===== src/rtl/dma_ring_pkg.sv =====
package dma_ring_pkg;

    localparam int DESC_W      = 128;
    localparam int DESC_ADDR_W = 40;
    localparam int LEN_W       = 14;

    typedef enum logic [3:0] {
        ST_IDLE,
        ST_FETCH,
        ST_DECODE,
        ST_CP_RD,
        ST_CP_WR,
        ST_WR_STAT,
        ST_WR_GEN,
        ST_RETIRE,
        ST_HALT
    } eng_state_t;

    typedef enum logic [1:0] {
        OP_NOP  = 2'd0,
        OP_COPY = 2'd1,
        OP_STAT = 2'd2,
        OP_GEN  = 2'd3
    } op_t;

    typedef struct packed {
        logic                   known;
        op_t                    op;
        logic [DESC_ADDR_W-1:0] src;
        logic [DESC_ADDR_W-1:0] dst;
        logic [LEN_W-1:0]       lines;
        logic [63:0]            data;
        logic                   irq_req;
    } desc_t;

endpackage


===== src/rtl/dma_desc_decode.sv =====
module dma_desc_decode
    import dma_ring_pkg::*;
(
    input  logic [DESC_W-1:0] raw,
    output desc_t             dec
);

    logic [63:0] w0;
    logic [63:0] w1;
    logic [3:0]  code;

    always_comb begin
        w0          = raw[63:0];
        w1          = raw[127:64];
        code        = w1[63:60];
        dec.known   = (code < 4'd4);
        dec.op      = op_t'(code[1:0]);
        dec.src     = w0[DESC_ADDR_W-1:0];
        dec.dst     = w1[DESC_ADDR_W-1:0];
        dec.lines   = w0[59:46];
        dec.data    = w0;
        dec.irq_req = w1[59];
    end

endmodule


===== src/rtl/dma_wr_pack.sv =====
module dma_wr_pack #(
    parameter int LINE_BYTES = 64
) (
    input  logic [63:0]                     data,
    input  logic [$clog2(LINE_BYTES)-1:0]   addr_lo,
    input  logic                            wide,
    output logic [LINE_BYTES*8-1:0]         wdata,
    output logic [LINE_BYTES-1:0]           be
);

    localparam int LINE_W = LINE_BYTES * 8;
    localparam int OFF_W  = $clog2(LINE_BYTES);

    logic [OFF_W-1:0] off;

    always_comb begin
        if (wide) begin
            off   = {addr_lo[OFF_W-1:3], 3'b000};
            wdata = LINE_W'(data) << {off, 3'b000};
            be    = LINE_BYTES'(8'hFF) << off;
        end else begin
            off   = {addr_lo[OFF_W-1:2], 2'b00};
            wdata = LINE_W'(data[31:0]) << {off, 3'b000};
            be    = LINE_BYTES'(4'hF) << off;
        end
    end

endmodule


===== src/rtl/dma_ring_ptr.sv =====
module dma_ring_ptr #(
    parameter int IDX_W = 17
) (
    input  logic             clk,
    input  logic             rst_n,
    input  logic             adv,
    input  logic [IDX_W-1:0] ring_size,
    output logic [IDX_W-1:0] tail,
    output logic [IDX_W-1:0] count
);

    logic [IDX_W-1:0] tail_inc;

    assign tail_inc = tail + 1'b1;

    always_ff @(posedge clk) begin
        if (!rst_n) begin
            tail  <= '0;
            count <= '0;
        end else if (adv) begin
            tail  <= (tail_inc == ring_size) ? '0 : tail_inc;
            count <= count + 1'b1;
        end
    end

endmodule


===== src/rtl/dma_ring_engine.sv =====
module dma_ring_engine
    import dma_ring_pkg::*;
#(
    parameter int IDX_W      = 17,
    parameter int LINE_BYTES = 64
) (
    input  logic                      clk,
    input  logic                      rst_n,
    input  logic                      enable,
    input  logic [DESC_ADDR_W-1:0]    ring_base,
    input  logic [IDX_W-1:0]          ring_size,
    input  logic [IDX_W-1:0]          head_ptr,
    output logic                      mem_req,
    output logic                      mem_we,
    output logic [DESC_ADDR_W-1:0]    mem_addr,
    output logic [LINE_BYTES*8-1:0]   mem_wdata,
    output logic [LINE_BYTES-1:0]     mem_be,
    input  logic                      mem_ack,
    input  logic [LINE_BYTES*8-1:0]   mem_rdata,
    output logic [IDX_W-1:0]          tail_ptr,
    output logic [IDX_W-1:0]          done_count,
    output logic [1:0]                err_flags,
    output logic                      irq
);

    localparam int LINE_W = LINE_BYTES * 8;
    localparam int OFF_W  = $clog2(LINE_BYTES);
    localparam int LA_W   = DESC_ADDR_W - OFF_W;
    localparam int SLOT_W = OFF_W - 4;

    eng_state_t          state, nxt;
    logic [DESC_W-1:0]   raw_q;
    desc_t               dec;
    logic [LA_W-1:0]     src_q, dst_q;
    logic [LEN_W-1:0]    left_q;
    logic [LINE_W-1:0]   line_q;
    logic [1:0]          err_q;
    logic                adv;

    logic [DESC_ADDR_W-1:0] fetch_byte;
    logic [SLOT_W-1:0]      fetch_slot;
    logic [LINE_W-1:0]      pk_wdata;
    logic [LINE_BYTES-1:0]  pk_be;

    assign fetch_byte = ring_base + (DESC_ADDR_W'(tail_ptr) << 4);
    assign fetch_slot = fetch_byte[OFF_W-1:4];

    dma_desc_decode u_dec (
        .raw (raw_q),
        .dec (dec)
    );

    dma_wr_pack #(.LINE_BYTES(LINE_BYTES)) u_pack (
        .data    (dec.data),
        .addr_lo (dec.dst[OFF_W-1:0]),
        .wide    (state == ST_WR_STAT),
        .wdata   (pk_wdata),
        .be      (pk_be)
    );

    dma_ring_ptr #(.IDX_W(IDX_W)) u_ptr (
        .clk       (clk),
        .rst_n     (rst_n),
        .adv       (adv),
        .ring_size (ring_size),
        .tail      (tail_ptr),
        .count     (done_count)
    );

    // State register
    always_ff @(posedge clk) begin
        if (!rst_n) state <= ST_IDLE;
        else        state <= nxt;
    end

    // Next-state logic
    always_comb begin
        nxt = state;
        unique case (state)
            ST_IDLE:    if (enable && head_ptr != tail_ptr) nxt = ST_FETCH;
            ST_FETCH:   if (mem_ack) nxt = ST_DECODE;
            ST_DECODE: begin
                if (!dec.known) begin
                    nxt = ST_HALT;
                end else begin
                    unique case (dec.op)
                        OP_NOP:  nxt = ST_RETIRE;
                        OP_COPY: nxt = (dec.lines == '0) ? ST_HALT : ST_CP_RD;
                        OP_STAT: nxt = ST_WR_STAT;
                        OP_GEN:  nxt = ST_WR_GEN;
                    endcase
                end
            end
            ST_CP_RD:   if (mem_ack) nxt = ST_CP_WR;
            ST_CP_WR:   if (mem_ack) nxt = (left_q == LEN_W'(1)) ? ST_RETIRE : ST_CP_RD;
            ST_WR_STAT: if (mem_ack) nxt = ST_RETIRE;
            ST_WR_GEN:  if (mem_ack) nxt = ST_RETIRE;
            ST_RETIRE:  nxt = ST_IDLE;
            ST_HALT:    if (!enable) nxt = ST_IDLE;
            default:    nxt = ST_IDLE;
        endcase
    end

    // Datapath registers
    always_ff @(posedge clk) begin
        if (!rst_n) begin
            raw_q  <= '0;
            src_q  <= '0;
            dst_q  <= '0;
            left_q <= '0;
            line_q <= '0;
            err_q  <= '0;
        end else begin
            unique case (state)
                ST_FETCH: if (mem_ack) raw_q <= mem_rdata[fetch_slot*DESC_W +: DESC_W];
                ST_DECODE: begin
                    src_q  <= dec.src[DESC_ADDR_W-1:OFF_W];
                    dst_q  <= dec.dst[DESC_ADDR_W-1:OFF_W];
                    left_q <= dec.lines;
                    if (!dec.known)
                        err_q[0] <= 1'b1;
                    else if (dec.op == OP_COPY && dec.lines == '0)
                        err_q[1] <= 1'b1;
                end
                ST_CP_RD: if (mem_ack) line_q <= mem_rdata;
                ST_CP_WR: if (mem_ack) begin
                    src_q  <= src_q + 1'b1;
                    dst_q  <= dst_q + 1'b1;
                    left_q <= left_q - 1'b1;
                end
                ST_HALT: if (!enable) err_q <= '0;
                default: ;
            endcase
        end
    end

    // Outputs
    always_comb begin
        mem_req   = 1'b0;
        mem_we    = 1'b0;
        mem_addr  = '0;
        mem_wdata = '0;
        mem_be    = '0;
        adv       = 1'b0;
        irq       = 1'b0;
        unique case (state)
            ST_FETCH: begin
                mem_req  = 1'b1;
                mem_addr = {fetch_byte[DESC_ADDR_W-1:OFF_W], OFF_W'(0)};
            end
            ST_CP_RD: begin
                mem_req  = 1'b1;
                mem_addr = {src_q, OFF_W'(0)};
            end
            ST_CP_WR: begin
                mem_req   = 1'b1;
                mem_we    = 1'b1;
                mem_addr  = {dst_q, OFF_W'(0)};
                mem_wdata = line_q;
                mem_be    = '1;
            end
            ST_WR_STAT, ST_WR_GEN: begin
                mem_req   = 1'b1;
                mem_we    = 1'b1;
                mem_addr  = {dec.dst[DESC_ADDR_W-1:OFF_W], OFF_W'(0)};
                mem_wdata = pk_wdata;
                mem_be    = pk_be;
            end
            ST_RETIRE: begin
                adv = 1'b1;
                irq = dec.known && dec.op == OP_STAT && dec.irq_req;
            end
            default: ;
        endcase
    end

    assign err_flags = err_q;

endmodule


===== config.mk =====
export PLATFORM = sky130hd
export DESIGN_NAME = dma_ring_engine
export DESIGN_NICKNAME = d
export VERILOG_FILES = /design/src/rtl/dma_ring_pkg.sv /design/src/rtl/dma_desc_decode.sv /design/src/rtl/dma_wr_pack.sv /design/src/rtl/dma_ring_ptr.sv /design/src/rtl/dma_ring_engine.sv
export SDC_FILE = /design/constraint.sdc
export NUM_CORES = 2
export LEC_CHECK = 0
export BUFFER_PORTS_ARGS = -buffer_cell sky130_fd_sc_hd__clkbuf_2
export CORE_AREA = 10 10 482 484
export CTS_BUF_LIST = sky130_fd_sc_hd__clkbuf_2 sky130_fd_sc_hd__clkbuf_4 sky130_fd_sc_hd__clkbuf_8
export CTS_CLUSTER_SIZE = 40
export DETAILED_ROUTE_END_ITERATION = 8
export DIE_AREA = 0 0 492 494
export GPL_TIMING_DRIVEN = 0
export PLACE_DENSITY = 0.35
export SLEW_MARGIN = 10
export SYNTH_ARGS = -nofsm -noshare
export SYNTH_HDL_FRONTEND = slang
export SYNTH_SLANG_ARGS = --single-unit

===== constraint.sdc =====
create_clock -name clk -period 4.71 [get_ports clk]
set_clock_uncertainty 0.1 [all_clocks]
set_input_delay 0.942 -clock clk [delete_from_list [all_inputs] [get_ports clk]]
set_output_delay 0.942 -clock clk [all_outputs]
set_load 0.1 [all_outputs]

==> results.sh <==
export IMPL_postLayoutCoreUtil_pct=29.1
export IMPL_ys_flop_type="dfxtp_1"
export IMPL_drtIter0Drc=5786
export IMPL_grt_total_usage_pct=33.2
export IMPL_cts_root_buf="clkbuf_8"
export IMPL_synth_cell_type_count=73
export IMPL_die_h_um=494
export IMPL_yosysWarnings=0
export IMPL_status="finished, violations left"
export IMPL_synth_area_um2=41200
export IMPL_cts_buffers=162
export IMPL_finalHoldViolCount=0
export IMPL_start_kind="flip-flop"
export IMPL_worstPathCellList="xnor2_4, nor2_4, clkbuf_16, clkbuf_16, buf_6, a222oi_1, o21ai_2, buf_12"
export IMPL_final_nets=7507
export IMPL_cp_required_ps=3670
export IMPL_routed_wl_met3_um=35100
export IMPL_die_x_um=492
export IMPL_cts_sink_count=741
export IMPL_areaGrowthSynthToFinish_pct=56.6
export IMPL_path_delay_family="compound AO/OA/AOI/OAI gates"
export IMPL_drive_above_1_share_pct=34.5
export IMPL_violations="negative setup slack"
export IMPL_p_leak_uw=0.0241
export IMPL_routabilityCongestion=0.977
export IMPL_synth_seq_cells=741
export IMPL_crit_fanout=6
export IMPL_layout_setup_ws_ps=-264
export IMPL_critPathMaxStageDelay_ps=1190
export IMPL_overflow=0
export IMPL_route_met2_wl_um=192000
export IMPL_synthMuxAreaShare_pct=5.87
export IMPL_hp_class="input port to flip-flop"
export IMPL_drtPass1Iterations=7
export IMPL_worst_path_most_repeated_cell="clkbuf_16"
export IMPL_dp_hpwl_um=346000
export IMPL_worstPathArrival_ps=3930
export IMPL_setup_viol=15
export IMPL_ios=1245
export IMPL_cts_max_level=4
export IMPL_total_power_uw=26700
export IMPL_tritoncts="done"
export IMPL_start_util_pct=18.6
export IMPL_avgSynthCellArea_um2=7.69
export IMPL_grt_max_degree=20
export IMPL_ir_drop_mv=0.365
export IMPL_rsz0062_at_grt="yes"
export IMPL_crit_buf_inv=4
export IMPL_synth_top_family_by_area="compound AO/OA/AOI/OAI gates"
export IMPL_postSynth_asyncResetShare_pct=0
export IMPL_synthAdderAreaFrac_pct=0.747
export IMPL_relSlewSlack_pct=1.34
export IMPL_vias=51900
export IMPL_ys_seq_area_share_pct=36.0
export IMPL_synth_cells=5360
export IMPL_grt_pass1_wl_um=537000
export IMPL_wl_met1_um=174000
export IMPL_clock_latency_ps=980
export IMPL_antenna_found_initial=119
export IMPL_rows=173
export IMPL_post_route_period_util_pct=106
export IMPL_vias_per_cell=5.18
export IMPL_max_cap_viol_count=0
export IMPL_fillers=24400
export IMPL_dieArea_um2=243000
export IMPL_io_buffers=1233
export IMPL_routed_wl_um=425000
export IMPL_fmax_mhz=201
export IMPL_clk_pin_slew_ps=60
export IMPL_core_um2=222000
export IMPL_synth_edf_count=0
export IMPL_worstMarginPinSlew_ps=1480
export IMPL_p_per_area_nw_per_um2=414
export IMPL_timing_worst_setup_path_type="flip-flop to primary output"
export IMPL_wl_per_cell_um=42.4
export IMPL_slew_violations=0
export IMPL_slowest_stage="a222oi_1"
export IMPL_synthSimpleGateAreaFrac_pct=22.0
export IMPL_end_kind="primary output"
export IMPL_routed_top_layer="met5"
export IMPL_min_period_ps=4970
export IMPL_synth_compound_area_share_pct=27.8
export IMPL_clockBufferDepth=3
export IMPL_synth_xor_area_share_pct=2.09
export IMPL_grt_pass1_vias=50300
export IMPL_ant_nets=0
export IMPL_drc=0
-- cells in the final DEF, fill, tap and decap left out, types with 18 or more instances in the layout --
cell / instances
clkbuf_4: 318
clkbuf_2: 682
nor2_1: 141
a21boi_0: 629
clkbuf_16: 74
xnor2_1: 60
o21ai_4: 56
diode_2: 40
o21ai_0: 159
a22oi_1: 18
a222oi_1: 33
nor2b_1: 24
nand4_1: 22
and2_1: 46
xor2_1: 25
nand2_2: 22
nand3_1: 54
and3_1: 45
a31oi_1: 29
clkbuf_8: 554
nand2b_1: 22
buf_16: 19
buf_12: 34
buf_4: 134
nand2_1: 1666
clkbuf_1: 246
a22o_2: 33
inv_1: 25
mux4_2: 107
nor3_1: 33
buf_6: 34
a22o_1: 197
o21ai_1: 129
dfxtp_1: 725
o221a_2: 23
a21oi_1: 113
o21ai_2: 95
-- tightest hold or removal path, delay by kind of cell --
family / cells / cell delay, ps
AND/OR/NAND/NOR: 1 / 50
buffers and inverters: 1 / 80
AO/OA/AOI/OAI: 1 / 60
-- logic make-up after synthesis --
family	after synthesis
multiplexers	108
AO/OA/AOI/OAI	1644
XOR/XNOR	97
buffers and inverters	542
flip-flops	741
other	1
AND/OR/NAND/NOR	2203
adder cells (fa/ha/maj)	24
-- per-stage QoR --
step / worst slack (ps) / TNS [ps] / instances / cell area, µm² / hold slack (ps)
after floorplan: -416 / -6050 / 5365 / 41400 / 338
after global placement: -3010 / -2142530 / 9573 / 51300 / 351
after detailed placement: -2610 / -700870 / 9623 / 52500 / 357
after CTS: -238 / -3270 / 9975 / 64100 / 1.56
after global routing: -198 / -2100 / 10000 / 64500 / 70.9
final: -264 / -1040 / 10000 / 64600 / 105
-- timing repair --
action	CTS	global route
pin swaps	56	37
hold buffers	2	0
endpoints found under the setup margin	611	130
cloned	0	2
setup buffers	76	12
endpoints found under the hold margin	2	0
gates resized for setup	1894	108
-- routing by layer --
layer / GRT usage (%) / vias to the layer above
li1: - / 21700
met1: 41.0 / 26400
met2: 52.9 / 3014
met3: 8.93 / 713
met4: 16.7 / 46
met5: 0 / -
-- cells in the mapped netlist, types with 30 or more instances --
| master | number | share of area [%] |
|---|---|---|
| and3_1 | 47 | 0.71 |
| a21boi_0 | 630 | 11 |
| a222oi_1 | 33 | 0.80 |
| nand3_1 | 58 | 0.70 |
| nor3_1 | 43 | 0.52 |
| nor2_1 | 163 | 1.5 |
| dfxtp_1 | 741 | 36 |
| a31oi_1 | 30 | 0.46 |
| nand2_1 | 1705 | 16 |
| a22o_1 | 245 | 5.2 |
| mux4_2 | 107 | 5.8 |
| a21oi_1 | 135 | 1.6 |
| clkbuf_1 | 425 | 3.9 |
| o21ai_0 | 438 | 5.3 |
| xnor2_1 | 67 | 1.4 |
| buf_4 | 58 | 1.1 |
| and2_1 | 48 | 0.73 |
-- power breakdown --
part / leakage (µW) / switching [µW] / internal [µW] / total (µW)
logic: 0.0163 / 8120 / 2940 / 11100
registers: 0.00600 / 847 / 6800 / 7640
clock network: 0.00181 / 3670 / 4340 / 8010
total: 0.0241 / 12600 / 14100 / 26700
-- area by class of cell --
| class | count | area [µm²] | area share, % |
|---|---|---|---|
| Timing Repair Buffer | 1374 | 12600 | 19.4 |
| Multi-Input combinational cell | 4083 | 26400 | 40.9 |
| Buffer | 504 | 3430 | 5.31 |
| Inverter | 27 | 105 | 0.163 |
| Antenna cell | 40 | 100 | 0.155 |
| Sequential cell | 741 | 14900 | 23.0 |
| Tap cell | 2975 | 3720 | 5.77 |
| Clock buffer | 258 | 3150 | 4.88 |
| Clock inverter | 25 | 249 | 0.386 |
-- path summary, 6_finish.rpt --
path,from,endpoint,slack (ps),cells past startpoint
setup reg to reg,state[0],raw_q[124],260,9
hold reg to reg,line_q[84],line_q[84],360,2
setup / recovery,state[0],mem_addr[10],-260,8
hold / removal,mem_rdata[375],line_q[375],100,3
-- flip-flops by register name (all words and copies together), names as in the netlist --
name         count
state            4
raw_q          107
err_flags        2
u_ptr.tail      17
src_q           34
line_q         512
dst_q           34
u_ptr.count     17
left_q          14
No activity file was read; power rests on OpenSTA's default activity.
